### config.mk
export PLATFORM = sky130hd
export DESIGN_NAME = acc_cpu
export DESIGN_NICKNAME = d
export VERILOG_FILES = /design/src/rtl/acc_cpu_pkg.sv /design/src/rtl/acc_ring.sv /design/src/rtl/acc_mem.sv /design/src/rtl/acc_ctrl.sv /design/src/rtl/acc_cpu.sv
export SDC_FILE = /design/constraint.sdc
export NUM_CORES = 1
export LEC_CHECK = 0
export BUFFER_PORTS_ARGS = -buffer_cell sky130_fd_sc_hd__buf_2
export CORE_MARGIN = 10
export CORE_UTILIZATION = 39
export CTS_CLUSTER_DIAMETER = 120
export DETAILED_ROUTE_END_ITERATION = 10
export PLACE_DENSITY = 0.6
export SLEW_MARGIN = 5
export SYNTH_ARGS = -nofsm -noshare
export SYNTH_HDL_FRONTEND = slang
export SYNTH_SLANG_ARGS = --single-unit
### constraint.sdc
create_clock -name clk -period 6.4 [get_ports clk]
set_input_delay 1.28 -clock clk [delete_from_list [all_inputs] [get_ports clk]]
set_output_delay 1.28 -clock clk [all_outputs]
set_load 0.03 [all_outputs]
### src/rtl/acc_cpu_pkg.sv
package acc_cpu_pkg;
  localparam int WORD_W = 8;
  localparam int ADDR_W = 4;
  localparam int OP_W   = WORD_W - ADDR_W;
  localparam int DEPTH  = 1 << ADDR_W;
  localparam int NSTEPS = 6;

  // step indices of the ring sequencer
  localparam int ST_ADDR = 0;
  localparam int ST_INC  = 1;
  localparam int ST_IR   = 2;
  localparam int ST_X1   = 3;
  localparam int ST_X2   = 4;
  localparam int ST_X3   = 5;

  typedef enum logic [OP_W-1:0] {
    OP_LOAD = 4'h0,
    OP_ADD  = 4'h1,
    OP_SUB  = 4'h2,
    OP_SHOW = 4'h3,
    OP_STOP = 4'hF
  } opcode_e;

  typedef struct packed {
    logic pc_inc;
    logic pc_drv;
    logic mar_ld;
    logic mem_drv;
    logic ir_ld;
    logic ir_drv;
    logic a_ld;
    logic a_drv;
    logic sub_sel;
    logic alu_drv;
    logic b_ld;
    logic out_ld;
    logic halt_req;
  } ctrl_t;

  localparam ctrl_t CTRL_IDLE = '0;

  function automatic logic [WORD_W-1:0] alu_calc(input logic [WORD_W-1:0] a,
                                                 input logic [WORD_W-1:0] b,
                                                 input logic sub);
    return sub ? (a - b) : (a + b);
  endfunction
endpackage

### src/rtl/acc_ring.sv
module acc_ring
  import acc_cpu_pkg::*;
(
  input  logic              clk,
  input  logic              clr,
  input  logic              hold,
  output logic [NSTEPS-1:0] step
);
  always_ff @(posedge clk) begin
    if (clr)        step <= NSTEPS'(1);
    else if (!hold) step <= {step[NSTEPS-2:0], step[NSTEPS-1]};
  end

  AST_RING_ONEHOT: assert property (@(posedge clk) disable iff (clr)
    $countones(step) == 1);
endmodule

### src/rtl/acc_mem.sv
module acc_mem
  import acc_cpu_pkg::*;
(
  input  logic              clk,
  input  logic              we,
  input  logic [ADDR_W-1:0] waddr,
  input  logic [WORD_W-1:0] wdata,
  input  logic [ADDR_W-1:0] raddr,
  output logic [WORD_W-1:0] rdata
);
  logic [WORD_W-1:0] cells [DEPTH];

  always_ff @(posedge clk) begin
    if (we) cells[waddr] <= wdata;
  end

  assign rdata = cells[raddr];
endmodule

### src/rtl/acc_ctrl.sv
module acc_ctrl
  import acc_cpu_pkg::*;
(
  input  logic [NSTEPS-1:0] step,
  input  logic [OP_W-1:0]   opc,
  input  logic              halted,
  output ctrl_t             c
);
  always_comb begin
    c = CTRL_IDLE;
    if (!halted) begin
      if (step[ST_ADDR]) begin
        c.pc_drv = 1'b1;
        c.mar_ld = 1'b1;
      end
      if (step[ST_INC]) c.pc_inc = 1'b1;
      if (step[ST_IR]) begin
        c.mem_drv = 1'b1;
        c.ir_ld   = 1'b1;
      end
      if (step[ST_X1]) begin
        case (opc)
          OP_LOAD, OP_ADD, OP_SUB: begin
            c.ir_drv = 1'b1;
            c.mar_ld = 1'b1;
          end
          OP_SHOW: begin
            c.a_drv  = 1'b1;
            c.out_ld = 1'b1;
          end
          OP_STOP: c.halt_req = 1'b1;
          default: c = CTRL_IDLE;
        endcase
      end
      if (step[ST_X2]) begin
        case (opc)
          OP_LOAD: begin
            c.mem_drv = 1'b1;
            c.a_ld    = 1'b1;
          end
          OP_ADD, OP_SUB: begin
            c.mem_drv = 1'b1;
            c.b_ld    = 1'b1;
          end
          default: c = CTRL_IDLE;
        endcase
      end
      if (step[ST_X3]) begin
        case (opc)
          OP_ADD: begin
            c.alu_drv = 1'b1;
            c.a_ld    = 1'b1;
          end
          OP_SUB: begin
            c.alu_drv = 1'b1;
            c.sub_sel = 1'b1;
            c.a_ld    = 1'b1;
          end
          default: c = CTRL_IDLE;
        endcase
      end
    end
  end
endmodule

### src/rtl/acc_cpu.sv
module acc_cpu
  import acc_cpu_pkg::*;
(
  input  logic        clk,
  input  logic        clr,
  input  logic        ld_we,
  input  logic [3:0]  ld_addr,
  input  logic [7:0]  ld_data,
  output logic [7:0]  out_reg,
  output logic        halted
);
  logic [ADDR_W-1:0] pc_q, mar_q;
  logic [WORD_W-1:0] ir_q, a_q, b_q, out_q;
  logic              halt_q;
  logic [WORD_W-1:0] bus, mem_rd, alu_y;
  logic [NSTEPS-1:0] step;
  ctrl_t             c;

  // named events for the checks
  logic ev_pc_inc, ev_out_load, ev_halt, ev_ring_hold;
  assign ev_pc_inc    = c.pc_inc;
  assign ev_out_load  = c.out_ld;
  assign ev_halt      = c.halt_req;
  assign ev_ring_hold = halt_q | c.halt_req;

  acc_ring u_ring (
    .clk  (clk),
    .clr  (clr),
    .hold (ev_ring_hold),
    .step (step)
  );

  acc_ctrl u_ctrl (
    .step   (step),
    .opc    (ir_q[WORD_W-1:ADDR_W]),
    .halted (halt_q),
    .c      (c)
  );

  acc_mem u_mem (
    .clk   (clk),
    .we    (ld_we),
    .waddr (ld_addr),
    .wdata (ld_data),
    .raddr (mar_q),
    .rdata (mem_rd)
  );

  assign alu_y = alu_calc(a_q, b_q, c.sub_sel);

  always_comb begin
    bus = '0;
    if (c.pc_drv)       bus = {{(WORD_W-ADDR_W){1'b0}}, pc_q};
    else if (c.mem_drv) bus = mem_rd;
    else if (c.ir_drv)  bus = {{(WORD_W-ADDR_W){1'b0}}, ir_q[ADDR_W-1:0]};
    else if (c.a_drv)   bus = a_q;
    else if (c.alu_drv) bus = alu_y;
  end

  always_ff @(posedge clk) begin
    if (clr) begin
      pc_q   <= '0;
      mar_q  <= '0;
      ir_q   <= '0;
      a_q    <= '0;
      b_q    <= '0;
      out_q  <= '0;
      halt_q <= 1'b0;
    end else begin
      if (c.pc_inc)   pc_q   <= pc_q + 1'b1;
      if (c.mar_ld)   mar_q  <= bus[ADDR_W-1:0];
      if (c.ir_ld)    ir_q   <= bus;
      if (c.a_ld)     a_q    <= bus;
      if (c.b_ld)     b_q    <= bus;
      if (c.out_ld)   out_q  <= bus;
      if (c.halt_req) halt_q <= 1'b1;
    end
  end

  assign out_reg = out_q;
  assign halted  = halt_q;

  AST_ONE_DRIVER: assert property (@(posedge clk) disable iff (clr)
    $countones({c.pc_drv, c.mem_drv, c.ir_drv, c.a_drv, c.alu_drv}) <= 1);
  AST_HALT_STICKY: assert property (@(posedge clk) disable iff (clr)
    halted |=> halted);
  AST_PC_FROZEN: assert property (@(posedge clk) disable iff (clr)
    halted |=> $stable(pc_q));
  AST_OUT_HOLD: assert property (@(posedge clk) disable iff (clr)
    !ev_out_load |=> $stable(out_reg));
  AST_PC_STEP: assert property (@(posedge clk) disable iff (clr)
    ev_pc_inc |=> pc_q == $past(pc_q) + 1'b1);
  AST_HALT_RISE: assert property (@(posedge clk) disable iff (clr)
    $rose(halted) |-> $past(ev_halt));
endmodule

==> Word-level counts from Yosys, hierarchy flattened <==
Memory sizes are Yosys's and may differ from the RTL's. A register that Yosys moved wholly into a read port is not among the register bits.
Index checks and enable logic that the tools add are counted.
{ "totals": {"reg_bits": 47, "mem_bits_rw": 128, "inputBits": 15, "out_inout_bits": 9, "elab_cells": 56, "mem_count": 1} }
{ "memory_table": {"columns": ["name", "depth", "word_bits", "read_ports", "rd_clocked_by_memory_dff", "write_ports", "line_no", "rtl"], "rows": [
  ["u_mem.cells", 16, 8, 1, 1, 1, "acc_mem.sv:11", "logic [WORD_W-1:0] cells [DEPTH];"]
]} }
{ "op_classes": {"add_sub_neg": 3, "n_eq_ne": 4, "muxes": 34, "bitwise": 1, "reduce_logical": 5} }
{ "ops": {"columns": ["op", "count"], "rows": [
  ["13-bit 2-to-1 mux", 4],
  ["8-bit 2-to-1 mux", 6],
  ["2-bit 2-to-1 mux", 6],
  ["3-bit 2-to-1 mux", 3],
  ["8-bit adder", 1],
  ["4-bit by 2-bit == test with 1-bit output (second input constant)", 2],
  ["1-bit 2-to-1 mux", 8],
  ["4-bit 2-to-1 mux", 2],
  ["1-bit one-hot mux with 2 select lines", 4],
  ["8-bit subtractor", 1],
  ["6-bit 2-to-1 mux", 1],
  ["5-bit OR reduction", 1],
  ["4-bit by 1-bit adder with 4-bit output (second input constant)", 1],
  ["4-bit by 1-bit == test with 1-bit output (second input constant)", 1],
  ["4-bit == test (second input constant)", 1],
  ["4-bit logical NOT", 1],
  ["2-bit OR reduction", 2],
  ["3-bit OR reduction", 1],
  ["1-bit OR", 1]
]} }

==> Depth between registers and ports, before layout <==
Gate-level depths: netlist of the first run.
{ "logic_depth": {"ltp_word": 17, "mapped_depth": 13, "mapped_depth_nobuf": 11} }

==> Modules after synthesis <==
Synthesis of the first run repeated with hierarchy kept, for this count alone.
{ "hier_totals": {"hier_cells": 533, "area_unflattened_um2": 7643.6} }
{ "modules_own_cells": {"columns": ["module", "n_inst", "cells_each", "area_each_um2", "seq_area_each_um2"], "rows": [
  ["acc_mem", 1, 221, 4987.3, 3843.7],
  ["acc_cpu", 1, 257, 2199.6, 820.8],
  ["acc_ctrl", 1, 36, 239.0, 0.0],
  ["acc_ring", 1, 19, 217.7, 120.1]
]} }

==> Worst setup path after synthesis of the first run <==
Ideal clock, no wire load.
{ "synth_path": {"path_kind": "register -> register", "startpoint": "register halt_q (netlist: halted)", "endpoint": "register out_q[5] (netlist: out_reg[5])", "setup_time_ps": 124, "arrival_time_ps": 3282, "required_time_ps": 6276, "setup_slack_ps": 2993, "path_stages_with_launch": 14, "path_buffers": 2, "synth_period_minus_slack_ps": 3407, "cell_sequence": "dfxtp_1 buf_2 nor4b_1 and2_1 clkbuf_1 mux2_2 inv_1 ha_1 nor2b_1 o31a_1 o21ai_0 or3b_2 a311oi_1 o41ai_1"} }
{ "synth_via": {"elab_chain_len": 7} }
{ "synth_rtl": {"columns": ["item", "line_no", "rtl"], "rows": [
  ["from (decl)", "acc_cpu.sv:14", "logic halt_q;"],
  ["from (signal assigned)", "acc_cpu.sv:68", "halt_q <= 1'b0;"],
  ["from (signal assigned)", "acc_cpu.sv:76", "if (c.halt_req) halt_q <= 1'b1;"],
  ["13-bit 2-to-1 mux (*)", "acc_ctrl.sv:11", "if (!halted) begin"],
  ["8-bit 2-to-1 mux", "acc_cpu_pkg.sv:45", "return sub ? (a - b) : (a + b);"],
  ["8-bit 2-to-1 mux", "acc_cpu.sv:57", "else if (c.alu_drv) bus = alu_y;"],
  ["8-bit 2-to-1 mux", "acc_cpu.sv:56", "else if (c.a_drv) bus = a_q;"],
  ["8-bit 2-to-1 mux", "acc_cpu.sv:55", "else if (c.ir_drv) bus = {{(WORD_W-ADDR_W){1'b0}}, ir_q[ADDR_W-1:0]};"],
  ["8-bit 2-to-1 mux", "acc_cpu.sv:54", "else if (c.mem_drv) bus = mem_rd;"],
  ["8-bit 2-to-1 mux", "acc_cpu.sv:53", "if (c.pc_drv) bus = {{(WORD_W-ADDR_W){1'b0}}, pc_q};"],
  ["to (signal assigned)", "acc_cpu.sv:75", "if (c.out_ld) out_q <= bus;"],
  ["to (decl)", "acc_cpu.sv:13", "logic [WORD_W-1:0] ir_q, a_q, b_q, out_q;"]
]} }
Every way passes the cells marked *; elsewhere a longest branch is shown, timed or not.
A chain may end at the register's enable or synchronous reset.

==> Final worst setup path of the first run <==
Ends and elaborated chain as after synthesis.

==> results of run 1 <==
[worst paths after layout]
kind / end / slack [ps] / cells after the start
hold / removal: out_reg[7]$_SDFFE_PP0P_ / 460 / 2
hold reg to reg: out_reg[7]$_SDFFE_PP0P_ / 460 / 2
setup / recovery: out_reg[5]$_SDFFE_PP0P_ / 2760 / 11
setup reg to reg: out_reg[5]$_SDFFE_PP0P_ / 2760 / 11
[stage by stage]
stage | hold slack [ps] | worst slack (ps) | area [um2] | power [mW] | cells
floorplan | 437 | 2990 | 7850 | 1.39 | 552
global placement | 449 | 2960 | 8210 | 1.44 | 823
detailed placement | 454 | 2860 | 8210 | 1.44 | 823
CTS | 464 | 2840 | 8810 | 2.47 | 855
global route | 485 | 2520 | 8810 | 2.53 | 855
finish | 458 | 2760 | 8810 | 2.45 | 855
[logic make-up (layout without fill, tap and decap cells)]
logic type      Yosys count  count (layout)
xor+xnor                 11              11
buf+inv                  37              75
simple gates            165             165
mux                      40              40
flops                   179             179
compound gates          110             110
fa+ha+maj                10              10
[layout make-up]
cell class,instances,area (um2),share of cell area
Multi-Input combinational cell,336,2800,0.318
Clock inverter,15,174,0.0197
Sequential cell,179,4870,0.552
Clock buffer,17,425,0.0483
Inverter,13,48.8,0.00554
Tap cell,265,332,0.0376
Timing Repair Buffer,30,168,0.0190
[metal layers]
| metal | global-route usage | up-vias | routed length [um] |
|---|---|---|---|
| li1 | - | 2251 | - |
| met1 | 0.177 | 2459 | 7960 |
| met2 | 0.236 | 165 | 9130 |
| met3 | 0.0306 | 33 | 968 |
| met4 | 0.0521 | 0 | 356 |
| met5 | 0 | - | 0 |
[power groups by stage]
| stage | registers [mW] | clock network [mW] | logic (mW) |
|---|---|---|---|
| after global placement | 1.30 | 0 | 0.139 |
| final | 1.27 | 1.04 | 0.142 |
| after detailed placement | 1.30 | 0 | 0.142 |
| after global routing | 1.28 | 1.10 | 0.153 |
| after floorplan | 1.30 | 0 | 0.0961 |
| after CTS | 1.28 | 1.05 | 0.143 |
[Yosys cell counts (3+ instances only)]
cell / n / share of area
a31oi_1: 6 / 0.0048
o22ai_1: 7 / 0.0056
mux2i_1: 7 / 0.0089
edfxtp_1: 128 / 0.49
buf_2: 5 / 0.0032
nand2b_1: 7 / 0.0056
inv_1: 12 / 0.0057
or3b_2: 3 / 0.0033
nor2_1: 40 / 0.019
o31ai_1: 16 / 0.015
clkbuf_1: 12 / 0.0057
a21oi_1: 18 / 0.011
o21ai_0: 16 / 0.010
ha_1: 9 / 0.014
a22oi_1: 5 / 0.0048
mux4_2: 12 / 0.034
o41ai_1: 3 / 0.0033
nor2b_1: 8 / 0.0064
and2_1: 4 / 0.0032
nand2_1: 22 / 0.011
dfxtp_1: 51 / 0.13
xor2_1: 3 / 0.0033
or3_1: 3 / 0.0024
nand3_1: 38 / 0.024
mux4_1: 20 / 0.067
and3_1: 9 / 0.0072
nand4_1: 3 / 0.0024
xnor2_1: 7 / 0.0078
o21a_1: 4 / 0.0038
nor3_1: 12 / 0.0077
[placed cells by master, fill, tap and decap left out, types with 8 or more instances in the layout]
cell type,Yosys,final
edfxtp_1,128,128
dfxtp_1,51,50
nor2_1,40,40
nand3_1,38,38
buf_2,5,23
nand2_1,22,22
mux4_1,20,20
a21oi_1,18,18
clkbuf_16,0,17
o21ai_0,16,16
o31ai_1,16,16
inv_1,12,12
nor3_1,12,12
mux4_2,12,12
and3_1,9,9
ha_1,9,9
nor2b_1,8,8
[worst register-to-register path, stage by stage, from the launching register on]
cell	delay (ps)
dfxtp_1	440
nor4b_1	630
and2_1	330
mux2_2	390
inv_1	60
ha_1	220
nor2b_1	140
o31a_1	310
o21ai_0	150
or3b_2	470
a311oi_1	240
o41ai_1	120
==> summary.txt, run 1 <==
Worst setup path
  – Crit Path Category: reg -> reg
  – Top cell family by delay on the critical path: simple AND/OR/NAND/NOR gates
  – Crit end category: flip-flop
  – Crit Path Max Fanout: 11
  – Critical-path cell list: nor4b_1 -> and2_1 -> mux2_2 -> inv_1 -> ha_1 -> nor2b_1 -> o31a_1 -> o21ai_0 -> or3b_2 -> a311oi_1 -> o41ai_1
  – Reg-to-Reg Start: halted$_SDFFE_PP0P_
  – Slowest Stage Delay on Critical Path: roughly 630 ps
  – CP Launch Point: halted$_SDFFE_PP0P_
  – Buffers & Inverters on Critical Path: 1
  – CP Launch Type: flip-flop
  – CP max-delay cell: nor4b_1
  – Crit path arrival time: approximately 4000 ps
  – Worst Path Required: 6700 ps

Floorplan
  – Die height: 162 um
  – Core Rows: 51
  – Starting Density: 0.399
  – Die width: about 160 um
  – Core Region: between 15,000 and 20,000 um2
  – Io pins: 24
  – Die area: 26,200 um2

STA
  – Slew headroom: 0.214
  – Worst Clk Skew: ~15 ps
  – Final hold vios: 0
  – # setup viols final: 0
  – RSZ-0062 raised after global routing: no
  – Final worst-path cycle share: 0.570
  – Fmax: between 200 and 300 MHz
  – Least-Margin Pin Slew: about 1200 ps
  – Fin crit period: ~3600 ps
  – Slew Limit Fails: 0
  – Fin Setup TNS: 0 ps

Power
  – Net Sw Power: 0.610 mW
  – Clock share of power: 0.423
  – PwrDens: ~280 nW/um2
  – Sw Share: 0.249
  – Gate power share: 0.058
  – Maximum resistive drop on vdd: ~0.22 mV
  – Seq pwr share: 0.520
  – Internal: ~1.8 mW
  – Leakage: between 2 and 3 nW

Logic synthesis
  – Multiplexer area fraction after synthesis: 0.112
  – Sequential share of the synthesized area: 0.620
  – Post-synthesis cell count: 552
  – Largest family of logic cells by synthesized area: multiplexers
  – Syn. warnings: 0
  – Async SR Flop Fraction: 0
  – Synth cell types: 78
  – Post-Synth Simple-Gate Area: 0.112
  – Post-synthesis xor/xnor area fraction: 0.0132
  – Post-Synth Adder-Cell Area: 0.0169
  – FF+latch count, synth: ~180
  – Mean Syn Cell Area: 14.2 um2
  – Syn nets: slightly below 600
  – Post-synth EDFFs: approximately 130
  – Synth Area in Compound Gates: 0.103
  – Synth Flop Type: edfxtp_1
  – Mapped cell area: between 7000 and 8000 um2

CTS
  – Clk Latency, worst-skew pair: roughly 440 ps
  – Setup bufs post-CTS: 0
  – Clock H-tree levels: 4
  – Clock transition at the registers of the reported paths: about 70 ps
  – CTS tree: done
  – CTS buffer count: 17
  – Clock root buffer master: clkbuf_16
  – Clock Path Buffers: 2
  – PostCTS Resize Cnt: 0
  – Hold buffers post-CTS: 0
  – Clk sinks: approximately 180

Global routing
  – Initial antenna violation count: 0
  – Pin count of the biggest net entering global routing: 38
  – Total track usage: 0.142
  – Vias in the first global route: slightly below 5,000
  – Global route overflow: 0
  – First-pass GRT wire length: roughly 29,000 um

Route
  – Drt first pass iters: 5
  – Vias per cell: roughly 5.7
  – Post-route ant nets: 0
  – Final wirelength: roughly 18,000 um
  – Via count: ~4,900
  – Drt wl/cell: 21.5 um
  – Residual DRC: 0
  – Drt initial violations: around 390

Cells and area
  – Diodes inserted: 0
  – Largest register by flop count: u_mem.cells
  – Fillers: about 1,800
  – Area Growth Syn to Fin: 12.2%
  – Nets@finish: between 600 and 700
  – Max reg flops: approximately 130
  – Layout cells sized above 1: 0.168
  – Utilization after layout: 0.448

Hold path
  – Worst min path class: reg -> reg
  – Hold_sp: out_reg[7]$_SDFFE_PP0P_

Run
  – Max cap viols: 0

Place
  – Final GP Congestion: between 0.9 and 1
  – Post-DP HPWL: around 12,000 um
  – PortBufs: 23

Status
  – Run status: finished, final reports clean
Power figures use the tool's default switching activity.
==> run 2, diff against run 1 <==
- ABC_AREA: unset -> 1
- clock period: 6.4 -> 3.73 ns (I/O delays scaled with it)
==> summary.txt, run 2 <==
CTS
  – PostCTS Resize Cnt: 0 (unchanged)
  – Clock H-tree levels: 4 (unchanged)
  – Clk Latency, worst-skew pair: 430 ps (about the same)
  – Setup bufs post-CTS: 0 (unchanged)
  – Hold buffers post-CTS: 0 (unchanged)
  – Clock Path Buffers: 2 (unchanged)
  – Clock transition at the registers of the reported paths: 70 ps (about the same)
  – CTS tree: done
  – Clock root buffer master: clkbuf_16
  – CTS buffer count: 17 (unchanged)
  – Clk sinks: 179 (unchanged)

Worst setup path
  – Worst Path Required: 4090 ps (-2610 ps)
  – CP Capture Point: a_q[5]$_SDFFE_PP0P_
  – CP dominant cell by count: nand2_1
  – Crit path arrival time: 3080 ps (-870 ps)
  – CP max-delay cell: dfxtp_1
  – Reg-to-Reg Start: u_ring.step[5]$_SDFFE_PP0N_
  – Slowest Stage Delay on Critical Path: 500 ps (-130 ps)
  – CP Launch Point: u_ring.step[5]$_SDFFE_PP0N_
  – Crit Path Max Fanout: 9 (-2)
  – Worst R2R Setup Slack: 1010 ps (-1750 ps)
  – Critical-path cell list: inv_2 -> nor2_4 -> nand3_4 -> nand2_1 -> xor2_1 -> ha_1 -> a21oi_1 -> nand2_1 -> nand2_1 -> nand3_1 -> nand2_1 -> nand3_1 -> nand2_1 -> nand2_1 -> nand2_1 -> nand3_1 -> a21oi_1
  – Crit end category: flip-flop
  – CP Launch Type: flip-flop
  – Crit Path Category: reg -> reg
  – Worst R2R End: a_q[5]$_SDFFE_PP0P_
  – Worst Reg-to-Reg Cells: 17 (+6)

Cells and area
  – Utilization after layout: 0.443 (-0.00538)
  – Area Growth Syn to Fin: 11.6%
  – Commonest non-fill, non-tap cell in the layout: edfxtp_1
  – Post-Layout Cell Count: 1,118 (+31%)
  – Max reg flops: 128 (unchanged)
  – Final instance area: 8960 um2 (+1.7%)
  – Most frequent cells in the layout: 128 x edfxtp_1, 126 x nand2_1, 117 x inv_1, 92 x o21ai_0, 86 x a21oi_1
  – Nets@finish: 861 (+43%)
  – Layout cells sized above 1: 0.103 (-0.0652)
  – Largest register by flop count: u_mem.cells
  – Diodes inserted: 0 (unchanged)
  – Fillers: 1,904 (+6.1%)

STA
  – # setup viols final: 0 (unchanged)
  – Final worst-path cycle share: 0.730 (+0.160)
  – Slew headroom: 0.246 (+0.0320)
  – Slew Limit Fails: 0 (unchanged)
  – Fin Setup TNS: 0 ps (unchanged)
  – Final worst setup slack: 1010 ps (-1750 ps)
  – Worst Clk Skew: 15.7 ps (+1.10 ps)
  – RSZ-0062 raised after global routing: no
  – Final hold vios: 0 (unchanged)
  – Fmax: 367 MHz (+34%)
  – Least-Margin Pin Slew: 1130 ps (-37.0 ps)
  – Fin crit period: 2720 ps (-923 ps)

Route
  – Via count: 5,636 (+15%)
  – Drt first pass iters: 7 (+2)
  – Met2 routed WL: 8470 um (-7.3%)
  – Final wirelength: 17,900 um (-2.7%)
  – Vias per cell: 5.04 (-12%)
  – M1 WL: 8620 um (+8.2%)
  – Post-route ant nets: 0 (unchanged)
  – Met3 wire length: 720 um (-26%)
  – Residual DRC: 0 (unchanged)
  – Top sig layer: met4
  – Drt wl/cell: 16.0 um (-26%)
  – Drt initial violations: 535 (+36%)

Logic synthesis
  – FF+latch count, synth: 179 (unchanged)
  – Synth cell types: 36 (-54%)
  – Synth Flop Type: edfxtp_1
  – Async SR Flop Fraction: 0 (unchanged)
  – Post-synth top cells: 128 x edfxtp_1, 126 x nand2_1, 117 x inv_1
  – Sequential share of the synthesized area: 0.606 (-0.0138)
  – Top area cells in the synthesized netlist: edfxtp_1 48%, dfxtp_1 13%, nand2_1 5.9%
  – Most frequent cell after synthesis: edfxtp_1
  – Post-synth EDFFs: 128 (unchanged)
  – Syn. warnings: 0 (unchanged)
  – Syn nets: 849 (+47%)
  – Synth top area share: 0.479 (-0.0109)
  – Area leader, netlist: edfxtp_1
  – Mean Syn Cell Area: 9.74 um2 (-31%)
  – Post-synthesis cell count: 824 (+49%)
  – Mapped cell area: 8030 um2 (+2.3%)

Floorplan
  – Core Rows: 52 (+2.0%)
  – Io pins: 24 (unchanged)
  – Core Region: 20,200 um2 (+3.0%)
  – Die width: 163 um (+0.99%)
  – Starting Density: 0.397 (-0.00262)
  – Die height: 163 um (+0.99%)
  – Die area: 26,700 um2 (+2.0%)

Global routing
  – Global route overflow: 0 (unchanged)
  – Pin count of the biggest net entering global routing: 66 (+74%)
  – Initial antenna violation count: 0 (unchanged)
  – Vias in the first global route: 5,239 (+6.9%)
  – Total track usage: 0.136 (-0.00584)
  – First-pass GRT wire length: 28,500 um (about the same)

Place
  – Post-DP HPWL: 11,600 um (-4.8%)
  – PortBufs: 23 (unchanged)
  – Pre-CTS WS: 1050 ps (-1810 ps)
  – Placed Area: 8380 um2 (+2.0%)
  – Final GP Congestion: 0.852 (-6.1%)
  – DP Cell Count: 1,087 (+32%)

Run
  – Max cap viols: 0 (unchanged)

Hold path
  – Worst min path class: reg -> reg

Power
  – PwrDens: 488 nW/um2 (+75%)
  – Leakage: 3.52 nW (+20%)
  – Maximum resistive drop on vdd: 0.350 mV (+57%)

Status
  – Run status: finished, final reports clean
run 2: cell families after synthesis:
kind of cell | after synthesis | synth area share
AOI/OAI and AO/OA | 207 | 0.139
xor gates and xnor gates | 6 | 0.00655
adders and majority gates | 10 | 0.0165
and+or+nand+nor | 267 | 0.156
buffers and inverters | 155 | 0.0759
DFF | 179 | 0.606
run 2: how the worst min path moves through the flow:
stage	end	startpoint	slack, ps	cells after the start
final	pc_q[3]$_SDFFE_PP0P_	pc_q[3]$_SDFFE_PP0P_	470	2
after global routing	pc_q[3]$_SDFFE_PP0P_	pc_q[3]$_SDFFE_PP0P_	500	2
after CTS	pc_q[3]$_SDFFE_PP0P_	pc_q[3]$_SDFFE_PP0P_	480	2
after detailed placement	pc_q[3]$_SDFFE_PP0P_	pc_q[3]$_SDFFE_PP0P_	460	2
after global placement	pc_q[3]$_SDFFE_PP0P_	pc_q[3]$_SDFFE_PP0P_	460	2
after floorplan	pc_q[3]$_SDFFE_PP0P_	pc_q[3]$_SDFFE_PP0P_	440	2
run 2: critical path, delay by kind of cell (launching register included):
| family | cells | cell delay [ps] |
|---|---|---|
| DFF | 1 | 500 |
| and+or+nand+nor | 12 | 1230 |
| buffers and inverters | 1 | 100 |
| xor gates and xnor gates | 1 | 170 |
| adders and majority gates | 1 | 310 |
| AOI/OAI and AO/OA | 2 | 340 |
run 2: through the flow:
step | power [mW] | hold slack [ps]
4_1_cts | 4.41 | 475
3_5_place_dp | 2.63 | 465
5_1_grt | 4.54 | 496
6_report | 4.37 | 469
2_1_floorplan | 2.51 | 444
3_3_place_gp | 2.63 | 460
run 2: area by class of cell:
| class | count | area, um2 | share of cell area |
|---|---|---|---|
| sequential | 179 | 4870 | 0.543 |
| multi-input combinational | 490 | 2550 | 0.285 |
| inverter | 121 | 457 | 0.0510 |
| clock buffer | 17 | 425 | 0.0475 |
| tap | 270 | 338 | 0.0377 |
| clock inverter | 14 | 161 | 0.0180 |
| timing repair buffer | 27 | 158 | 0.0176 |
run 2: power by group:
group,total (mW),internal (mW),leakage (nW),switching (mW)
clock,1.78,0.953,0.288,0.829
combinational,0.376,0.114,1.66,0.262
sequential,2.21,2.18,1.57,0.0373
run 2: metal layers:
metal / global-route usage / vias up
li1: - / 2833
met1: 0.185 / 2688
met2: 0.215 / 104
met3: 0.0317 / 11
met4: 0.0301 / 0
met5: 0 / -
==> run 3, diff against run 2 <==
- ABC_AREA: 1 -> 0
- PLACE_DENSITY: 0.6 -> 0.62
- clock period: 3.73 -> 2.27 ns (I/O delays scaled with it)
==> summary.txt, run 3 (synthesized netlist as in run 1, its figures left out) <==
Place
  – Post-DP HPWL: 13,100 um (+14%)
  – PortBufs: 23 (unchanged)
  – Final GP Congestion: 0.902 (+5.9%)
  – DP Cell Count: 888 (-18%)

Worst setup path
  – Crit Path Max Fanout: 2 (-7)
  – Worst R2R Setup Slack: -730 ps (-1740 ps)
  – Reg-to-Reg Start: halted$_SDFFE_PP0P_
  – Crit Path Category: reg -> reg
  – Crit end category: flip-flop
  – Slowest Stage Delay on Critical Path: 430 ps (-70 ps)
  – Worst R2R End: out_reg[5]$_SDFFE_PP0P_
  – Worst Reg-to-Reg Cells: 11 (-6)
  – CP Launch Type: flip-flop
  – CP max-delay cell: or3b_4
  – Worst Path Required: 2580 ps (-1510 ps)
  – Critical-path cell list: nor4b_4 -> and2_4 -> mux2_4 -> inv_2 -> ha_4 -> nor2b_4 -> o31a_1 -> o21ai_1 -> or3b_4 -> a311oi_2 -> o41ai_2
  – Crit path arrival time: 3310 ps (+230 ps)

Floorplan
  – Io pins: 24 (unchanged)
  – Die width: 162 um (-0.98%)
  – Die height: 162 um (-0.98%)
  – Die area: 26,200 um2 (-2.0%)
  – Core Rows: 51 (-1.9%)
  – Starting Density: 0.399 (+0.00262)
  – Core Region: 19,700 um2 (-2.9%)

Power
  – PwrDens: 715 nW/um2 (+47%)
  – Maximum resistive drop on vdd: 0.566 mV (+62%)
  – Leakage: 3.40 nW (-3.3%)

Global routing
  – Global route overflow: 0 (unchanged)
  – Pin count of the biggest net entering global routing: 25 (-62%)
  – Total track usage: 0.145 (+0.00910)
  – First-pass GRT wire length: 29,600 um (+3.7%)
  – Initial antenna violation count: 1 (+1)
  – Vias in the first global route: 5,264 (+0.48%)

Cells and area
  – Commonest non-fill, non-tap cell in the layout: edfxtp_1
  – Max reg flops: 128 (unchanged)
  – Post-Layout Cell Count: 929 (-17%)
  – Diodes inserted: 0 (unchanged)
  – Most frequent cells in the layout: 128 x edfxtp_1, 71 x buf_4, 49 x dfxtp_1, 38 x nand3_1, 37 x nor2_1
  – Area Growth Syn to Fin: 24.1%
  – Layout cells sized above 1: 0.316 (+0.214)
  – Largest register by flop count: u_mem.cells
  – Sequential Area: 4870 um2 (about the same)
  – Fillers: 1,700 (-11%)
  – Multi-input gate area: 3090 um2 (+21%)
  – Nets@finish: 676 (-21%)

STA
  – Final hold vios: 0 (unchanged)
  – Slew Limit Fails: 0 (unchanged)
  – Worst Clk Skew: 17.8 ps (+2.05 ps)
  – # setup viols final: 25 (+25)
  – Final worst-path cycle share: 1.32 (+0.593)
  – Fin Setup TNS: -11,620 ps (-11,620 ps)
  – Fmax: 333 MHz (-9.3%)
  – RSZ-0062 raised after global routing: yes
  – Fin crit period: 3000 ps (+280 ps)
  – Slew headroom: 0.593 (+0.347)
  – Least-Margin Pin Slew: 610 ps (-520 ps)
  – Final worst setup slack: -732 ps (-1740 ps)

Status
  – Failing checks: negative setup slack
  – Run status: finished, violations left

Hold path
  – Hold Crit Depth: 1 (-1)
  – Hold Path End: u_mem.cells[12][4]$_DFFE_PP_
  – Worst min path class: in -> reg
  – Hold_sp: ld_data[4]

Route
  – Drt wl/cell: 20.5 um (+28%)
  – Post-route ant nets: 0 (unchanged)
  – Vias per cell: 5.63 (+12%)
  – Via count: 5,231 (-7.2%)
  – Drt initial violations: 331 (-38%)
  – Drt first pass iters: 5 (-2)
  – Final wirelength: 19,000 um (+6.0%)
  – Residual DRC: 0 (unchanged)

CTS
  – Clock H-tree levels: 4 (unchanged)
  – Clk Latency, worst-skew pair: 440 ps (about the same)
  – Clk sinks: 179 (unchanged)
  – Clock Path Buffers: 2 (unchanged)
  – CTS buffer count: 17 (unchanged)
  – CTS tree: done
  – Clock transition at the registers of the reported paths: 70 ps (about the same)
  – Clock root buffer master: clkbuf_16

Run
  – Max cap viols: 0 (unchanged)
[run 3: stage by stage]
| stage | hold WS, ps | util | total power, mW | setup slack [ps] | cell area (um2) |
|---|---|---|---|---|---|
| 6_report | 402 | 0.495 | 6.96 | -732 | 9740 |
| 5_1_grt | 412 | 0.495 | 7.17 | -804 | 9740 |
| 4_1_cts | 393 | 0.483 | 6.99 | -545 | 9490 |
| 3_5_place_dp | 465 | 0.450 | 4.13 | -686 | 8850 |
| 3_3_place_gp | 446 | 0.450 | 4.11 | -579 | 8850 |
| 2_1_floorplan | 437 | - | 3.92 | -765 | 7930 |
[run 3: worst max path at each step]
stage	from	endpoint	slack, ps
2_1_floorplan	halted$_SDFFE_PP0P_	out_reg[5]$_SDFFE_PP0P_	-760
3_5_place_dp	ir_q[7]$_SDFFE_PP0P_	out_reg[5]$_SDFFE_PP0P_	-690
6_report	halted$_SDFFE_PP0P_	out_reg[5]$_SDFFE_PP0P_	-730
4_1_cts	halted$_SDFFE_PP0P_	mar_q[3]$_SDFFE_PP0N_	-550
5_1_grt	halted$_SDFFE_PP0P_	out_reg[5]$_SDFFE_PP0P_	-800
3_3_place_gp	ir_q[7]$_SDFFE_PP0P_	out_reg[5]$_SDFFE_PP0P_	-580
[run 3: where the power goes]
group	internal [mW]	leakage, nW	switching (mW)	total [mW]
Combinational	0.219	1.55	0.280	0.499
Clock	1.48	0.277	1.40	2.88
Sequential	3.56	1.57	0.0273	3.59
[run 3: what timing repair did]
item | 4_1_cts | 5_1_grt
setup buffers | 1 | 8
setup endpoints to repair | 25 | 34
hold buffers | 0 | 0
gates resized for setup | 12 | 33
pin swaps | 10 | 8
[run 3: routing by layer]
layer | wire (um) | part of all wire | global-route usage
met1 | 8090 | 0.43 | 0.178
met2 | 9690 | 0.51 | 0.247
met3 | 911 | 0.048 | 0.0298
met4 | 316 | 0.017 | 0.0509
met5 | 0 | 0 | 0
[run 3: worst max-delay path: cells and delay by family (launching register included)]
kind                       cells  cell delay (ps)
and+or+nand+nor                4             1070
AOI/OAI and AO/OA              4              890
DFF                            1              350
muxes                          1              320
adders and majority gates      1              190
buffers and inverters          1               70
[run 3: cell type report]
cell class              instances  area share
flip-flops and latches        179       0.500
multi-input cells             336       0.317
repair buffers                104      0.0835
clock buffers                  17      0.0437
well taps                     265      0.0340
clock inverters                15      0.0167
inverters                      13     0.00501
